## src/rtl/spireg_pkg.sv

```systemverilog
package spireg_pkg;

  localparam int NUM_IRQ = 4;
  localparam int IRQ_CMD_LOW  = 0;
  localparam int IRQ_SDO_LOW  = 1;
  localparam int IRQ_SDI_HIGH = 2;
  localparam int IRQ_SYNC     = 3;

  localparam logic [7:0] VER_MAJOR = 8'd1;

  // word indices (byte offset / 4)
  localparam logic [5:0] W_VERSION  = 6'd0;
  localparam logic [5:0] W_SOFTRST  = 6'd16;
  localparam logic [5:0] W_IEN      = 6'd32;
  localparam logic [5:0] W_IPEND    = 6'd33;
  localparam logic [5:0] W_ISRC     = 6'd34;
  localparam logic [5:0] W_SYNCTAG  = 6'd48;
  localparam logic [5:0] W_CMD_ROOM = 6'd52;
  localparam logic [5:0] W_SDO_ROOM = 6'd53;
  localparam logic [5:0] W_SDI_LVL  = 6'd54;
  localparam logic [5:0] W_CMD_DATA = 6'd56;
  localparam logic [5:0] W_SDO_DATA = 6'd57;
  localparam logic [5:0] W_SDI_POP  = 6'd58;
  localparam logic [5:0] W_SDI_PEEK = 6'd59;

  typedef enum logic [3:0] {
    SEL_NONE,
    SEL_VERSION,
    SEL_SOFTRST,
    SEL_IEN,
    SEL_IPEND,
    SEL_ISRC,
    SEL_SYNCTAG,
    SEL_CMD_ROOM,
    SEL_SDO_ROOM,
    SEL_SDI_LVL,
    SEL_CMD_DATA,
    SEL_SDO_DATA,
    SEL_SDI_POP,
    SEL_SDI_PEEK
  } reg_sel_e;

endpackage

```

## src/rtl/spireg_decode.sv

```systemverilog
module spireg_decode
  import spireg_pkg::*;
(
  input  logic [7:0] addr,
  output reg_sel_e   sel
);

  always_comb begin
    sel = SEL_NONE;
    if (addr[1:0] == 2'b00) begin
      case (addr[7:2])
        W_VERSION:  sel = SEL_VERSION;
        W_SOFTRST:  sel = SEL_SOFTRST;
        W_IEN:      sel = SEL_IEN;
        W_IPEND:    sel = SEL_IPEND;
        W_ISRC:     sel = SEL_ISRC;
        W_SYNCTAG:  sel = SEL_SYNCTAG;
        W_CMD_ROOM: sel = SEL_CMD_ROOM;
        W_SDO_ROOM: sel = SEL_SDO_ROOM;
        W_SDI_LVL:  sel = SEL_SDI_LVL;
        W_CMD_DATA: sel = SEL_CMD_DATA;
        W_SDO_DATA: sel = SEL_SDO_DATA;
        W_SDI_POP:  sel = SEL_SDI_POP;
        W_SDI_PEEK: sel = SEL_SDI_PEEK;
        default:    sel = SEL_NONE;
      endcase
    end
  end

endmodule

```

## src/rtl/spireg_fifo_port.sv

```systemverilog
module spireg_fifo_port #(
  parameter int DEPTH     = 16,
  parameter int THRESH    = 4,
  parameter bit RX_SIDE   = 1'b0,
  localparam int LW       = $clog2(DEPTH + 1)
) (
  input  logic [LW-1:0] level,
  input  logic          req,
  output logic          grant,
  output logic [LW-1:0] room,
  output logic          flag
);

  localparam logic [LW-1:0] DEPTH_V  = LW'(DEPTH);
  localparam logic [LW-1:0] THRESH_V = LW'(THRESH);

  assign room = DEPTH_V - level;

  generate
    if (RX_SIDE) begin : g_rx
      // pop side: needs data, flags when nearly full
      assign grant = req && (level != '0);
      assign flag  = (level >= THRESH_V);
    end else begin : g_tx
      // push side: needs space, flags when nearly empty
      assign grant = req && (level < DEPTH_V);
      assign flag  = (level <= THRESH_V);
    end
  endgenerate

endmodule

```

## src/rtl/spireg_irq.sv

```systemverilog
module spireg_irq #(
  parameter int NSRC = 4
) (
  input  logic            clk,
  input  logic            rst_n,
  input  logic [NSRC-1:0] cause,
  input  logic            en_wr,
  input  logic            pend_wr,
  input  logic [NSRC-1:0] wbits,
  output logic [NSRC-1:0] pend_q,
  output logic [NSRC-1:0] en_q,
  output logic [NSRC-1:0] masked,
  output logic            irq
);

  logic [NSRC-1:0] pend_d;
  logic [NSRC-1:0] en_d;

  genvar i;
  generate
    for (i = 0; i < NSRC; i++) begin : g_bit
      always_comb begin
        pend_d[i] = cause[i] | (pend_q[i] & ~(pend_wr & wbits[i]));
      end
    end
  endgenerate

  always_comb begin
    en_d = en_wr ? wbits : en_q;
  end

  always_ff @(posedge clk or negedge rst_n) begin
    if (!rst_n) begin
      pend_q <= '0;
      en_q   <= '0;
    end else begin
      pend_q <= pend_d;
      en_q   <= en_d;
    end
  end

  assign masked = pend_q & en_q;
  assign irq    = |masked;

endmodule

```

## src/rtl/spi_regfront.sv

```systemverilog
module spi_regfront
  import spireg_pkg::*;
#(
  parameter int          CMD_DEPTH = 16,
  parameter int          SDO_DEPTH = 16,
  parameter int          SDI_DEPTH = 16,
  parameter int          CMD_LOW   = CMD_DEPTH / 4,
  parameter int          SDO_LOW   = SDO_DEPTH / 4,
  parameter int          SDI_HIGH  = SDI_DEPTH - SDI_DEPTH / 4,
  parameter logic [7:0]  VER_MINOR = 8'd3,
  parameter logic [7:0]  VER_PATCH = 8'h61,
  localparam int         CMD_LW    = $clog2(CMD_DEPTH + 1),
  localparam int         SDO_LW    = $clog2(SDO_DEPTH + 1),
  localparam int         SDI_LW    = $clog2(SDI_DEPTH + 1)
) (
  input  logic              clk,
  input  logic              rst_n,
  input  logic [7:0]        bus_addr,
  input  logic              bus_wr_en,
  input  logic [31:0]       bus_wdata,
  input  logic              bus_rd_en,
  output logic [31:0]       bus_rdata,
  output logic              core_reset,
  output logic              irq,
  input  logic              sync_evt,
  input  logic [7:0]        sync_id_in,
  output logic              cmd_push,
  output logic [15:0]       cmd_wdata,
  input  logic [CMD_LW-1:0] cmd_level,
  output logic              sdo_push,
  output logic [7:0]        sdo_wdata,
  input  logic [SDO_LW-1:0] sdo_level,
  output logic              sdi_pop,
  input  logic [7:0]        sdi_head,
  input  logic [SDI_LW-1:0] sdi_level
);

  reg_sel_e sel;

  logic [CMD_LW-1:0]  cmd_room;
  logic [SDO_LW-1:0]  sdo_room;
  logic [SDI_LW-1:0]  sdi_room_unused;
  logic               cmd_low, sdo_low, sdi_high;
  logic               sdi_has_data;

  logic [NUM_IRQ-1:0] cause;
  logic [NUM_IRQ-1:0] pend_q;
  logic [NUM_IRQ-1:0] en_q;
  logic [NUM_IRQ-1:0] masked;

  logic               srst_q, srst_d;
  logic [7:0]         sid_q, sid_d;
  logic [31:0]        rdata_q, rdata_d;
  logic               wdata_unused;

  assign wdata_unused = ^bus_wdata[31:16];

  spireg_decode u_dec (
    .addr (bus_addr),
    .sel  (sel)
  );

  spireg_fifo_port #(.DEPTH(CMD_DEPTH), .THRESH(CMD_LOW), .RX_SIDE(1'b0)) u_cmd (
    .level (cmd_level),
    .req   (bus_wr_en && (sel == SEL_CMD_DATA)),
    .grant (cmd_push),
    .room  (cmd_room),
    .flag  (cmd_low)
  );

  spireg_fifo_port #(.DEPTH(SDO_DEPTH), .THRESH(SDO_LOW), .RX_SIDE(1'b0)) u_sdo (
    .level (sdo_level),
    .req   (bus_wr_en && (sel == SEL_SDO_DATA)),
    .grant (sdo_push),
    .room  (sdo_room),
    .flag  (sdo_low)
  );

  spireg_fifo_port #(.DEPTH(SDI_DEPTH), .THRESH(SDI_HIGH), .RX_SIDE(1'b1)) u_sdi (
    .level (sdi_level),
    .req   (bus_rd_en && (sel == SEL_SDI_POP)),
    .grant (sdi_pop),
    .room  (sdi_room_unused),
    .flag  (sdi_high)
  );

  assign cmd_wdata    = bus_wdata[15:0];
  assign sdo_wdata    = bus_wdata[7:0];
  assign sdi_has_data = (sdi_level != '0);

  always_comb begin
    cause               = '0;
    cause[IRQ_CMD_LOW]  = cmd_low;
    cause[IRQ_SDO_LOW]  = sdo_low;
    cause[IRQ_SDI_HIGH] = sdi_high;
    cause[IRQ_SYNC]     = sync_evt;
  end

  spireg_irq #(.NSRC(NUM_IRQ)) u_irq (
    .clk     (clk),
    .rst_n   (rst_n),
    .cause   (cause),
    .en_wr   (bus_wr_en && (sel == SEL_IEN)),
    .pend_wr (bus_wr_en && (sel == SEL_IPEND)),
    .wbits   (bus_wdata[NUM_IRQ-1:0]),
    .pend_q  (pend_q),
    .en_q    (en_q),
    .masked  (masked),
    .irq     (irq)
  );

  // next-state logic for local registers
  always_comb begin
    srst_d = srst_q;
    if (bus_wr_en && (sel == SEL_SOFTRST)) begin
      srst_d = bus_wdata[0];
    end
    sid_d = sync_evt ? sync_id_in : sid_q;
  end

  // read data mux
  always_comb begin
    rdata_d = '0;
    case (sel)
      SEL_VERSION:  rdata_d = {8'd0, VER_MAJOR, VER_MINOR, VER_PATCH};
      SEL_SOFTRST:  rdata_d = {31'd0, srst_q};
      SEL_IEN:      rdata_d = 32'(en_q);
      SEL_IPEND:    rdata_d = 32'(pend_q);
      SEL_ISRC:     rdata_d = 32'(masked);
      SEL_SYNCTAG:  rdata_d = {24'd0, sid_q};
      SEL_CMD_ROOM: rdata_d = 32'(cmd_room);
      SEL_SDO_ROOM: rdata_d = 32'(sdo_room);
      SEL_SDI_LVL:  rdata_d = 32'(sdi_level);
      SEL_SDI_POP,
      SEL_SDI_PEEK: rdata_d = sdi_has_data ? {24'd0, sdi_head} : 32'd0;
      default:      rdata_d = '0;
    endcase
  end

  always_ff @(posedge clk or negedge rst_n) begin
    if (!rst_n) begin
      srst_q <= 1'b1;
      sid_q  <= '0;
    end else begin
      srst_q <= srst_d;
      sid_q  <= sid_d;
    end
  end

  always_ff @(posedge clk or negedge rst_n) begin
    if (!rst_n) begin
      rdata_q <= '0;
    end else if (bus_rd_en) begin
      rdata_q <= rdata_d;
    end
  end

  assign bus_rdata  = rdata_q;
  assign core_reset = srst_q;

endmodule

```

## config.mk

```make
export PLATFORM = sky130hd
export DESIGN_NAME = spi_regfront
export DESIGN_NICKNAME = d
export VERILOG_FILES = /design/src/rtl/spireg_pkg.sv /design/src/rtl/spireg_decode.sv /design/src/rtl/spireg_fifo_port.sv /design/src/rtl/spireg_irq.sv /design/src/rtl/spi_regfront.sv
export SDC_FILE = /design/constraint.sdc
export NUM_CORES = 1
export LEC_CHECK = 0
export ABC_CLOCK_PERIOD_IN_PS = 2600
export CAP_MARGIN = 40
export CORE_MARGIN = 2
export CORE_UTILIZATION = 50
export CTS_CLUSTER_DIAMETER = 200
export DETAILED_ROUTE_END_ITERATION = 6
export DONT_BUFFER_PORTS = 1
export PLACE_DENSITY_LB_ADDON = 0.1
export SLEW_MARGIN = 20
export SYNTH_ARGS = -nofsm -noshare
export SYNTH_HDL_FRONTEND = slang
export SYNTH_SLANG_ARGS = --single-unit
```

## constraint.sdc

```tcl
create_clock -name clk -period 2.6 [get_ports clk]
set_input_delay 0.13 -clock clk [delete_from_list [all_inputs] [get_ports clk]]
set_output_delay 0.13 -clock clk [all_outputs]
set_load 0.02 [all_outputs]
```

### Word level (Yosys, flattened, before mapping)

Memory sizes are Yosys's and may differ from the RTL's.
Index checks and enable logic that the tools add are counted.

* bits in registers: 49
* memory bits (read-only): 256
* input bits: 76
* output and inout port bits: 61
* word-level logic and storage cells: 59
* memories: 1

Memories
* (name not given): depth 64, width 4, read ports 1, clocked after Yosys merged registers in 0, wr ports 0, RTL line spireg_decode.sv:11 `case (addr[7:2])`

* $add $sub $neg: 2
* magnitude comparators: 5
* equality and inequality tests: 13
* mux-type cells: 3
* bitwise gates (word level): 17
* reduce and logical (&&, ||, !) cells: 13

Operator list (number)
* 17-bit one-hot mux with 10 select lines: 1
* 4-bit == test (second input constant): 6
* 4-bit by 3-bit == test with 1-bit output (second input constant): 4
* 5-bit by 3-bit <= comparator with 1-bit output (second input constant): 2
* 5-bit less-than comparator (second input constant): 2
* 5-bit subtractor (first input constant): 2
* 1-bit logical AND: 9
* 1-bit AND: 8
* 4-bit by 2-bit == test with 1-bit output (second input constant): 2
* 8-bit 2-to-1 mux: 1
* 5-bit by 4-bit >= comparator with 1-bit output (second input constant): 1
* 5-bit nonzero test: 1
* 4-bit AND: 1
* 4-bit by 1-bit == test with 1-bit output (second input constant): 1
* 4-bit 2-to-1 mux: 1
* 1-bit NOT: 4
* 1-bit OR: 4
* 4-bit OR reduction: 1
* 2-bit zero test: 1
* 2-bit OR reduction: 1

### Longest topological paths before layout

Gate-level depths: netlist of run 1.

* depth in word-level cells: 8
* gate-level depth with buffers: 10
* depth with buffers taken out: 8

### Hierarchy

From an unflattened synthesis of run 1, not the netlist that was laid out.

* cells, all modules: 254
* area, all modules: 2396.0 µm²

By module, submodules not included
* spi_regfront: instances 1, cells an instance 163, area an instance 1592.8 µm², sequential area each 451.7 µm²
* spireg_irq: instances 1, cells an instance 25, area an instance 329.1 µm², sequential area each 200.2 µm²
* spireg_fifo_port at u_cmd ...: instances 2, cells an instance 13, area an instance 98.8 µm², sequential area each 0.0 µm²
* spireg_decode: instances 1, cells an instance 26, area an instance 180.2 µm², sequential area each 0.0 µm²
* spireg_fifo_port at u_sdi: instances 1, cells an instance 14, area an instance 96.3 µm², sequential area each 0.0 µm²

### Worst setup path before layout of run 1

No wires, ideal clock.

* kind: input to output
* start point: input port bus_addr[2]
* end point: output port sdo_push
* data arrival time: 2248 ps
* required time: 2470 ps
* slack: 222 ps
* stages: 7
* buffers on the path: 0
* cells stage by stage: inv_1 -> ha_1 -> nand2b_1 -> o221a_2 -> nor2_2 -> nand2_1 -> a2111oi_0

* word-level cells in the longest chain between the ends: 5

RTL lines
* from (decl): RTL line spi_regfront.sv:18 `input logic [7:0] bus_addr,`
* memory 64 x 4 bit
* 4-bit 2-to-1 mux: RTL line spireg_decode.sv:10 `if (addr[1:0] == 2'b00) begin`
* 4-bit == test: RTL line spi_regfront.sv:73 `.req (bus_wr_en && (sel == SEL_SDO_DATA)),`
* 1-bit logical AND: RTL line spi_regfront.sv:73
* 1-bit logical AND: RTL line spireg_fifo_port.sv:26 `assign grant = req && (level < DEPTH_V);`
* to (decl): RTL line spi_regfront.sv:30 `output logic sdo_push,`

No other way between the ends.

### Final worst setup path of run 1

Ends and elaborated chain as after synthesis.

==> results of run 1 <==
[stage by stage]
step                power, uW  setup slack, ns  cells  area, um2  util [%]
CTS                       984            0.484    320       2450      51.5
global placement          625            0.419    306       2270      47.7
finish                    976            0.470    323       2480      52.1
detailed placement        627            0.454    306       2270      47.7
floorplan                 692            0.222    291       2560         -
global route             1020            0.287    323       2480      52.1
[flip-flops by register name, indices dropped and copies added (netlist names)]
register      cells
bus_rdata         9
sid_q             8
u_irq.pend_q      4
core_reset        1
u_irq.en_q        4
[per-layer routing]
metal / up-vias / GRT usage, % / wire length [um]
met1: 939 / 32.7 / 2780
met4: 0 / 4.17 / 38
met3: 6 / 4.74 / 593
met5: - / 0 / 0
li1: 909 / - / -
met2: 91 / 37.0 / 2950
[worst paths after layout]
path                                end  slack, ns  cells past startpoint
max in group asynchronous    core_reset       2.08                      2
max                            sdo_push       0.47                      8
min in group asynchronous  bus_rdata[2]       0.29                      2
max reg2reg                bus_rdata[2]       1.26                      4
min                            sid_q[6]      0.007                      1
min reg2reg                    sid_q[2]       0.52                      1
[cells by family (layout without fill, tap and decap cells)]
| family | after synthesis | count (layout) |
|---|---|---|
| simple gates | 77 | 77 |
| buf+inv | 75 | 40 |
| compound gates | 66 | 66 |
| flops | 26 | 26 |
| mux | 17 | 17 |
| fa+ha+maj | 5 | 5 |
| xor+xnor | 4 | 4 |
| other cells | 1 | 21 |
[worst reg2reg max path: cells and delay by family, from the launching register on]
kind	cells	cell delay, ns
flops	1	0.42
compound gates	4	0.78
[cells in the final DEF, fill, tap and decap left out, types with 4 or more instances in the layout]
master,count
sky130_fd_sc_hd__dfrtp_1,25
sky130_fd_sc_hd__conb_1,21
sky130_fd_sc_hd__inv_1,16
sky130_fd_sc_hd__mux2_2,12
sky130_fd_sc_hd__dlygate4sd3_1,12
sky130_fd_sc_hd__nand3_1,10
sky130_fd_sc_hd__nand2_1,9
sky130_fd_sc_hd__nor3_1,8
sky130_fd_sc_hd__nor2b_1,7
sky130_fd_sc_hd__nor2_1,7
sky130_fd_sc_hd__o211ai_1,7
sky130_fd_sc_hd__a21o_1,6
sky130_fd_sc_hd__a21oi_1,6
sky130_fd_sc_hd__buf_4,6
sky130_fd_sc_hd__and3_1,5
sky130_fd_sc_hd__a211oi_1,5
sky130_fd_sc_hd__ha_1,5
sky130_fd_sc_hd__xnor2_1,4
sky130_fd_sc_hd__o22ai_1,4
[layout make-up]
class                   instances  area (um2)
inverters                      17        63.8
flip-flops and latches         26         652
well taps                      67        83.8
fillers                       492        2280
repair buffers                 19         185
clock inverters                 1        30.0
multi-input cells             190        1420
clock buffers                   3        41.3
[where the power goes]
group          total (uW)  switching [uW]  leakage (uW)  internal, uW
Sequential            453            25.0      0.000321           428
Clock                 328             123     0.0000357           206
Combinational         194             111      0.000604          82.4
==> flow_metrics.tcl, run 1 <==
set metrics [dict create \
    setup_total_neg_slack_ns 0 \
    critPathTopFamily "compound AO/OA/AOI/OAI gates" \
    grt_start_max_net_pins 27 \
    critPathLaunchType "input port" \
    finalHoldViolCount 0 \
    dr_total_vias 1945 \
    synth_xor_area_share_pct 1.41 \
    critical_path.cell_chain "inv_1 > ha_1 > nand2b_1 > o221a_2 > nor2_2 > nand2_1 > a2111oi_1 > buf_4" \
    worstPathMaxFanout 6 \
    slowest_delay_ns 0.40 \
    dpl.hpwl_um 5010 \
    wl_um 6360 \
    cp.arrival_ns 2.00 \
    synth_top_cell_area_share_pct 25.1 \
    synth_area_leader_cell "sky130_fd_sc_hd__dfrtp_1" \
    post-route-min-period_ns 2.13 \
    synth_common_cells "49 x sky130_fd_sc_hd__buf_4, 25 x sky130_fd_sc_hd__dfrtp_1, 16 x sky130_fd_sc_hd__inv_1" \
    die_width_um 74.6 \
    start_util_pct 52.4 \
    clkSinkCount 26 \
    hold_crit_class "input port to flop" \
    synth_top_family_by_area "compound AO/OA/AOI/OAI gates" \
    post_cts.repair.setup_buffers 0 \
    timing.max_cap.violations 0 \
    yosys.area_share.simple_pct 19.5 \
    cts_made_buffers 3 \
    syn-instance-count 271 \
    synthesis.area_per_instance_um2 9.19 \
    post_cts_resized 0 \
    grt_setup_unrepaired "false" \
    synth_most_common_cell "sky130_fd_sc_hd__buf_4" \
    cts_tree "done" \
    warning_count_from_the_yosys_run 0 \
    first_pass_iters 4 \
    antenna_cells_inserted 0 \
    cts_hold_repair.buffers 10 \
    io-pin-count 137 \
    timing_worst_slew_pin_value_ns 0.584 \
    post_drt_via_cell_ratio 6.02 \
    synth_compound_area_share_pct 22.7 \
    cpMaxStageDelayCell "sky130_fd_sc_hd__a2111oi_1" \
    synth_ff_type "sky130_fd_sc_hd__dfrtp_1" \
    gr-usage-all-layers_pct 23.1 \
    cts-root-buf "sky130_fd_sc_hd__clkbuf_8" \
    max_slew_violation_count 0 \
    finClkSkew_ns 0.00318 \
    place_congestion 0.875 \
    drive_above_1_share_pct 18.4 \
    ys_top_cells_by_area "sky130_fd_sc_hd__dfrtp_1 25%, sky130_fd_sc_hd__buf_4 15%, sky130_fd_sc_hd__mux2_2 5.4%, sky130_fd_sc_hd__ha_1 2.5%, sky130_fd_sc_hd__inv_1 2.4%" \
    hp-start "sync_id_in[6]" \
    cp-end-kind "output port" \
    synth_cell_types 72 \
    share_of_synthesized_area_occupied_by_flip_flops_and_latches_pct 26.2 \
    max_clock_buf_depth 2 \
    htree_levels 1 \
    power.density_cell_area_nw_per_um2 394 \
    clk_latency_worst_skew_pair_ns 0.27 \
    cts.reportedPaths.clkPinSlew_ns 0.09 \
    crit_path_start "bus_addr[2]" \
    overflow 0 \
    antenna_found_initial 0 \
    areaGrowthSynthToFinish_pct -0.502 \
    yosys-mux-area-fraction_pct 7.74 \
    peakVddDrop_mv 0.460 \
    synth.cell_area_um2 2490 \
    drc_errors 0 \
    synth_enable_flop_cells 0 \
    period_share_pct 81.9 \
    floorplan.die_area_um2 5560 \
    final_nets 338 \
    worstPathBufferInverterCount 2 \
    number_of_setup_violations_in_the_final_report 0 \
    ys_ff_latch 26 \
    first_pass_grt_wire_length_um 9670 \
    run_status "finished clean" \
    core_um2 4750 \
    fp-row-count 25 \
    yosys.area_share.adder_pct 2.51 \
    async_flop_share_pct 100 \
    floorplan.die.height_um 74.6 \
    cp_data_required_time_ns 2.47 \
    first_iter_violations 168 \
    numPortBuffers 0 \
    wl_per_cell_um 19.7 \
    worst_r2r_startpoint "u_irq.en_q[2]" \
    timing.max_slew.rel_slack_pct 60.9 \
    leakage_power_uw 0.000960 \
    path_class "input port to output port" \
    fmaxAchievable_ghz 0.470 \
    postRouteAntennaNets 0 \
    vias_in_the_first_global_route 1879 \
    hold_ws_ns 0.00705 \
]
Note: power is estimated with default switching activity, not from simulation.
==> run 2, diff against run 1 <==
- ABC_CLOCK_PERIOD_IN_PS: 2600 -> 2200
- clock period: 2.6 -> 2.2 ns (I/O delays scaled with it)
==> run 2 against run 1 <==
Combinational power rose by 30%; critical path type unchanged; total power rose by 22%; clock skew rose by 0.0062 ns; worst setup slack got worse by 0.27 ns; highest routed layer unchanged; count of clock-buffer cells in the layout did not move; routed wire length rose by 1.4%.
==> flow_metrics.tcl, run 2 (same netlist as run 1, synthesis figures left out) <==
set metrics [dict create \
    run_status "finished clean" \
    path_class "input port to output port" \
    placed_cell_area_um2 2330 \
    hold_crit_class "input port to flop" \
    overflow 0 \
    floorplan.die_area_um2 5560 \
    post_drt_via_cell_ratio 5.95 \
    layout_common_cells "25 x sky130_fd_sc_hd__dfrtp_1, 21 x sky130_fd_sc_hd__conb_1, 18 x sky130_fd_sc_hd__dlygate4sd3_1, 16 x sky130_fd_sc_hd__inv_1, 15 x sky130_fd_sc_hd__buf_4" \
    areaGrowthSynthToFinish_pct 4.82 \
    critPathLaunchType "input port" \
    drc_errors 0 \
    cts.reportedPaths.clkPinSlew_ns 0.09 \
    first_iter_violations 149 \
    postRouteAntennaNets 0 \
    gr-usage-all-layers_pct 23.8 \
    drive_above_1_share_pct 20.7 \
    fp-row-count 25 \
    cp.arrival_ns 1.89 \
    slowest_delay_ns 0.42 \
    worstPathMaxFanout 6 \
    post-route-worst-setup-slack_ns 0.204 \
    cts_made_buffers 3 \
    post-route-min-period_ns 2.00 \
    dr_total_vias 2011 \
    most_frequent_standard_cell_in_the_layout_excluding_fill_and_tap_cells "sky130_fd_sc_hd__dfrtp_1" \
    largest_reg_flops 9 \
    peakVddDrop_mv 0.365 \
    period_share_pct 90.7 \
    place_congestion 0.935 \
    critical_path.cell_chain "inv_1 > ha_1 > nor4b_2 > a32oi_2 > nand2_4 > nand2_1 > a2111oi_1 > buf_4" \
    die_width_um 74.6 \
    timing_worst_slew_pin_value_ns 0.563 \
    cp_data_required_time_ns 2.09 \
    io-pin-count 137 \
    fin_area_um2 2610 \
    max_slew_violation_count 0 \
    vias_in_the_first_global_route 1916 \
    cp-end-kind "output port" \
    clk_latency_worst_skew_pair_ns 0.28 \
    wl_um 6450 \
    start_util_pct 52.4 \
    first_pass_grt_wire_length_um 9860 \
    hold_ws_ns 0.00644 \
    antenna_found_initial 0 \
    antenna_cells_inserted 0 \
    final_nets 353 \
    cts-root-buf "sky130_fd_sc_hd__clkbuf_8" \
    floorplan.die.height_um 74.6 \
    leakage_power_uw 0.00102 \
    timing.max_cap.violations 0 \
    timing.max_slew.rel_slack_pct 62.5 \
    max_clock_buf_depth 2 \
    cpMaxStageDelayCell "sky130_fd_sc_hd__a2111oi_1" \
    grt_start_max_net_pins 27 \
    clkSinkCount 26 \
    power.density_cell_area_nw_per_um2 456 \
    first_pass_iters 4 \
    grt_setup_unrepaired "false" \
    fmaxAchievable_ghz 0.501 \
    dpl.hpwl_um 5080 \
    finClkSkew_ns 0.00933 \
    wl_per_cell_um 19.1 \
    power_uw 1190 \
    dp_slack_ns 0.128 \
    setup_total_neg_slack_ns 0 \
    finalHoldViolCount 0 \
    number_of_setup_violations_in_the_final_report 0 \
    core_um2 4750 \
    htree_levels 1 \
    numPortBuffers 0 \
    cts_tree "done" \
]
run 2: final timing paths:
kind	startpoint	cells after the start	slack, ns	to
max	bus_addr[2]	8	0.20	sdo_push
min	bus_wdata[0]	2	0.006	u_irq.pend_q[0]
max reg2reg	u_irq.en_q[2]	4	0.86	bus_rdata[2]
min reg2reg	sid_q[2]	1	0.52	sid_q[2]
max in group asynchronous	rst_n	2	1.69	core_reset
min in group asynchronous	rst_n	2	0.26	u_irq.pend_q[2]
run 2: per-stage QoR:
stage	util, %	cells
finish	54.9	338
global route	54.9	338
CTS	54.8	338
detailed placement	49.1	315
global placement	49.1	315
floorplan	-	291
run 2: where the power goes:
group | switching, uW | internal [uW] | total (uW)
Clock | 156 | 244 | 400
Sequential | 30.1 | 506 | 536
Combinational | 140 | 113 | 253
Total | 326 | 863 | 1190
run 2: repair_timing:
action                                  in CTS  in global routing
hold buffers                                19                  0
endpoints found under the setup margin       0                  1
setup buffers                                0                  0
gates resized for setup                      0                  1
hold endpoints to repair                    49                  0
run 2: layer usage:
| metal | up-vias | global-route usage, % | share of wire (%) |
|---|---|---|---|
| li1 | 939 | - | - |
| met1 | 963 | 34.6 | 46 |
| met2 | 96 | 35.7 | 44 |
| met3 | 13 | 4.74 | 7.6 |
| met4 | 0 | 7.14 | 1.9 |
| met5 | - | 0 | 0 |
run 2: area by class of cell:
cell class / instances / area [um2]
fillers: 476 / 2140
flip-flops and latches: 26 / 652
multi-input cells: 190 / 1430
repair buffers: 34 / 313
clock buffers: 3 / 41.3
inverters: 17 / 63.8
clock inverters: 1 / 30.0
well taps: 67 / 83.8
run 2: worst max-delay path, delay by kind of cell:
family,cells,cell delay (ns)
AND/OR/NAND/NOR,3,0.64
AO/OA/AOI/OAI,2,0.61
adder cells (fa/ha/maj),1,0.24
buffers and inverters,2,0.27
==> run 3, diff against run 2 <==
- ABC_CLOCK_PERIOD_IN_PS: 2200 -> not set
- SYNTH_HIERARCHICAL: not set -> 1
- clock period: 2.2 -> 1.7 ns (I/O delays scaled with it)
==> run 3 against run 2 <==
The flow now finishes with violations (setup timing); die area decreased by 5.0%; total power up 21%; via count down 4.6%; largest power group unchanged.
==> flow_metrics.tcl, run 3 <==
set metrics [dict create \
    run_status "complete, but fails checks" \
    failed_checks "setup timing" \
    cts.reportedPaths.clkPinSlew_ns 0.09 \
    gr-usage-all-layers_pct 22.2 \
    postRouteAntennaNets 0 \
    synthesis.area_per_instance_um2 9.47 \
    first_pass_iters 4 \
    wl_per_cell_um 18.5 \
    setup_total_neg_slack_ns -0.0353 \
    wl_um 5960 \
    core_um2 4440 \
    clk_latency_worst_skew_pair_ns 0.26 \
    antenna_found_initial 0 \
    layout_common_cells "29 x sky130_fd_sc_hd__buf_4, 25 x sky130_fd_sc_hd__dfrtp_1, 21 x sky130_fd_sc_hd__conb_1, 15 x sky130_fd_sc_hd__inv_1, 15 x sky130_fd_sc_hd__dlygate4sd3_1" \
    antenna_cells_inserted 0 \
    die_width_um 72.7 \
    numPortBuffers 0 \
    hold_ws_ns 0.00262 \
    post_drt_via_cell_ratio 5.96 \
    leakage_power_uw 0.00118 \
    floorplan.die_area_um2 5280 \
    dr_total_vias 1919 \
    fmaxAchievable_ghz 0.581 \
    finalHoldViolCount 0 \
    first_iter_violations 85 \
    critPathLaunchType "input port" \
    grt_start_max_net_pins 27 \
    finish.cell_count_without_fillers 322 \
    areaGrowthSynthToFinish_pct 22.2 \
    overflow 0 \
    max_clock_buf_depth 2 \
    peakVddDrop_mv 0.693 \
    dpl.hpwl_um 4410 \
    cts_made_buffers 3 \
    max_slew_violation_count 0 \
    clkSinkCount 26 \
    first_pass_grt_wire_length_um 9260 \
    drc_errors 0 \
    htree_levels 1 \
    post-place-cells 290 \
    min_delay_path_depth 2 \
    cts_tree "done" \
    cp_data_required_time_ns 1.90 \
    synth.cell_area_um2 2360 \
    power.density_cell_area_nw_per_um2 498 \
    largest_reg_flops 9 \
    period_share_pct 101 \
    drive_above_1_share_pct 37.4 \
    final_nets 355 \
    vias_in_the_first_global_route 1910 \
    post-route-worst-setup-slack_ns -0.0220 \
    crit_path_start "bus_addr[2]" \
    dp_slack_ns -0.519 \
    grt_setup_unrepaired "true" \
    hp-start "bus_wdata[2]" \
    post-route-min-period_ns 1.72 \
    path_class "input port to flop" \
    cts-root-buf "sky130_fd_sc_hd__clkbuf_8" \
    worstHoldEndpoint "u_irq/pend_q[2]" \
    timing.max_cap.violations 0 \
    final_util_pct 64.8 \
    finClkSkew_ns 0.00230 \
    number_of_setup_violations_in_the_final_report 3 \
    cp.arrival_ns 1.92 \
    worst_r2r_startpoint "u_irq/pend_q[2]" \
    r2r_end "bus_rdata[2]" \
    fp-row-count 24 \
    reg2regPathDepth 4 \
    most_frequent_standard_cell_in_the_layout_excluding_fill_and_tap_cells "sky130_fd_sc_hd__buf_4" \
    warning_count_from_the_yosys_run 6 \
    floorplan.die.height_um 72.7 \
    syn-instance-count 249 \
    place_congestion 0.871 \
    worstPathMaxFanout 5 \
    cp-end-kind "flop" \
    start_util_pct 53.0 \
    register_to_register_path_setup_slack_ns 0.21 \
    hold_crit_class "input port to flop" \
    io-pin-count 137 \
]
run 3: cell count changes in the layout (fill, tap and decap cells not counted), moves of 4 or more:
cell and change:
sky130_fd_sc_hd__a21oi_1 -4, sky130_fd_sc_hd__o211ai_1 -7, sky130_fd_sc_hd__buf_4 +14, sky130_fd_sc_hd__a211oi_1 -5, sky130_fd_sc_hd__and3_1 -4, sky130_fd_sc_hd__nand3_1 -8
sky130_fd_sc_hd__o2bb2ai_1 +5, sky130_fd_sc_hd__buf_6 +6, sky130_fd_sc_hd__nor2b_1 -4, sky130_fd_sc_hd__nor2b_4 +4, sky130_fd_sc_hd__nand2_1 +5
run 3: layout make-up:
cell class,instances,area (um2)
Fill cell,358,1560
Multi-Input combinational cell,167,1480
Sequential cell,26,652
Timing Repair Buffer,55,541
Inverter,18,92.6
Tap cell,52,65.1
Clock buffer,4,55.1
run 3: routing by layer:
| metal | GRT usage (%) | vias to the layer above | wire (um) |
|---|---|---|---|
| li1 | - | 879 | - |
| met1 | 28.5 | 957 | 2440 |
| met2 | 37.9 | 83 | 2970 |
| met3 | 7.18 | 0 | 551 |
| met4 | 2.06 | 0 | 0 |
| met5 | 0 | - | 0 |
run 3: where the power goes:
group / switching [uW] / internal (uW)
combinational: 176 / 171
sequential: 35.8 / 655
clock: 191 / 207
total: 403 / 1030
run 3: worst max-delay path by stage:
stage / end / slack [ns] / depth (start not counted)
2_1_floorplan: bus_rdata[2] / -0.13 / 9
3_3_place_gp: bus_rdata[2] / -0.45 / 7
3_5_place_dp: bus_rdata[2] / -0.52 / 7
4_1_cts: cmd_push / -0.01 / 9
5_1_grt: bus_rdata[3] / -0.07 / 11
6_report: bus_rdata[4] / -0.02 / 11
run 3: repair_timing:
action                                  4_1_cts  5_1_grt
gates cloned                                  1        1
endpoints found under the hold margin        42        0
setup buffers                                 9        1
pin swaps                                     9        9
endpoints found under the setup margin       15       15
hold buffers                                 16        0
gates resized for setup                      16       12
run 3: worst max-delay path, stage by stage:
cell and delay, ns:
sky130_fd_sc_hd__inv_12 0.02, sky130_fd_sc_hd__ha_4 0.16, sky130_fd_sc_hd__and2b_2 0.20, sky130_fd_sc_hd__a32oi_2 0.19, sky130_fd_sc_hd__a2111oi_4 0.12, sky130_fd_sc_hd__buf_4 0.17, sky130_fd_sc_hd__clkbuf_16 0.15, sky130_fd_sc_hd__or3b_4 0.39
sky130_fd_sc_hd__o211ai_2 0.22, sky130_fd_sc_hd__a22oi_2 0.09, sky130_fd_sc_hd__o2bb2ai_2 0.13
run 3: metrics by stage:
stage,cell area (um2),total power [uW]
floorplan,2550,1030
global placement,2400,954
detailed placement,2400,962
CTS,2820,1440
global route,2880,1510
finish,2880,1440
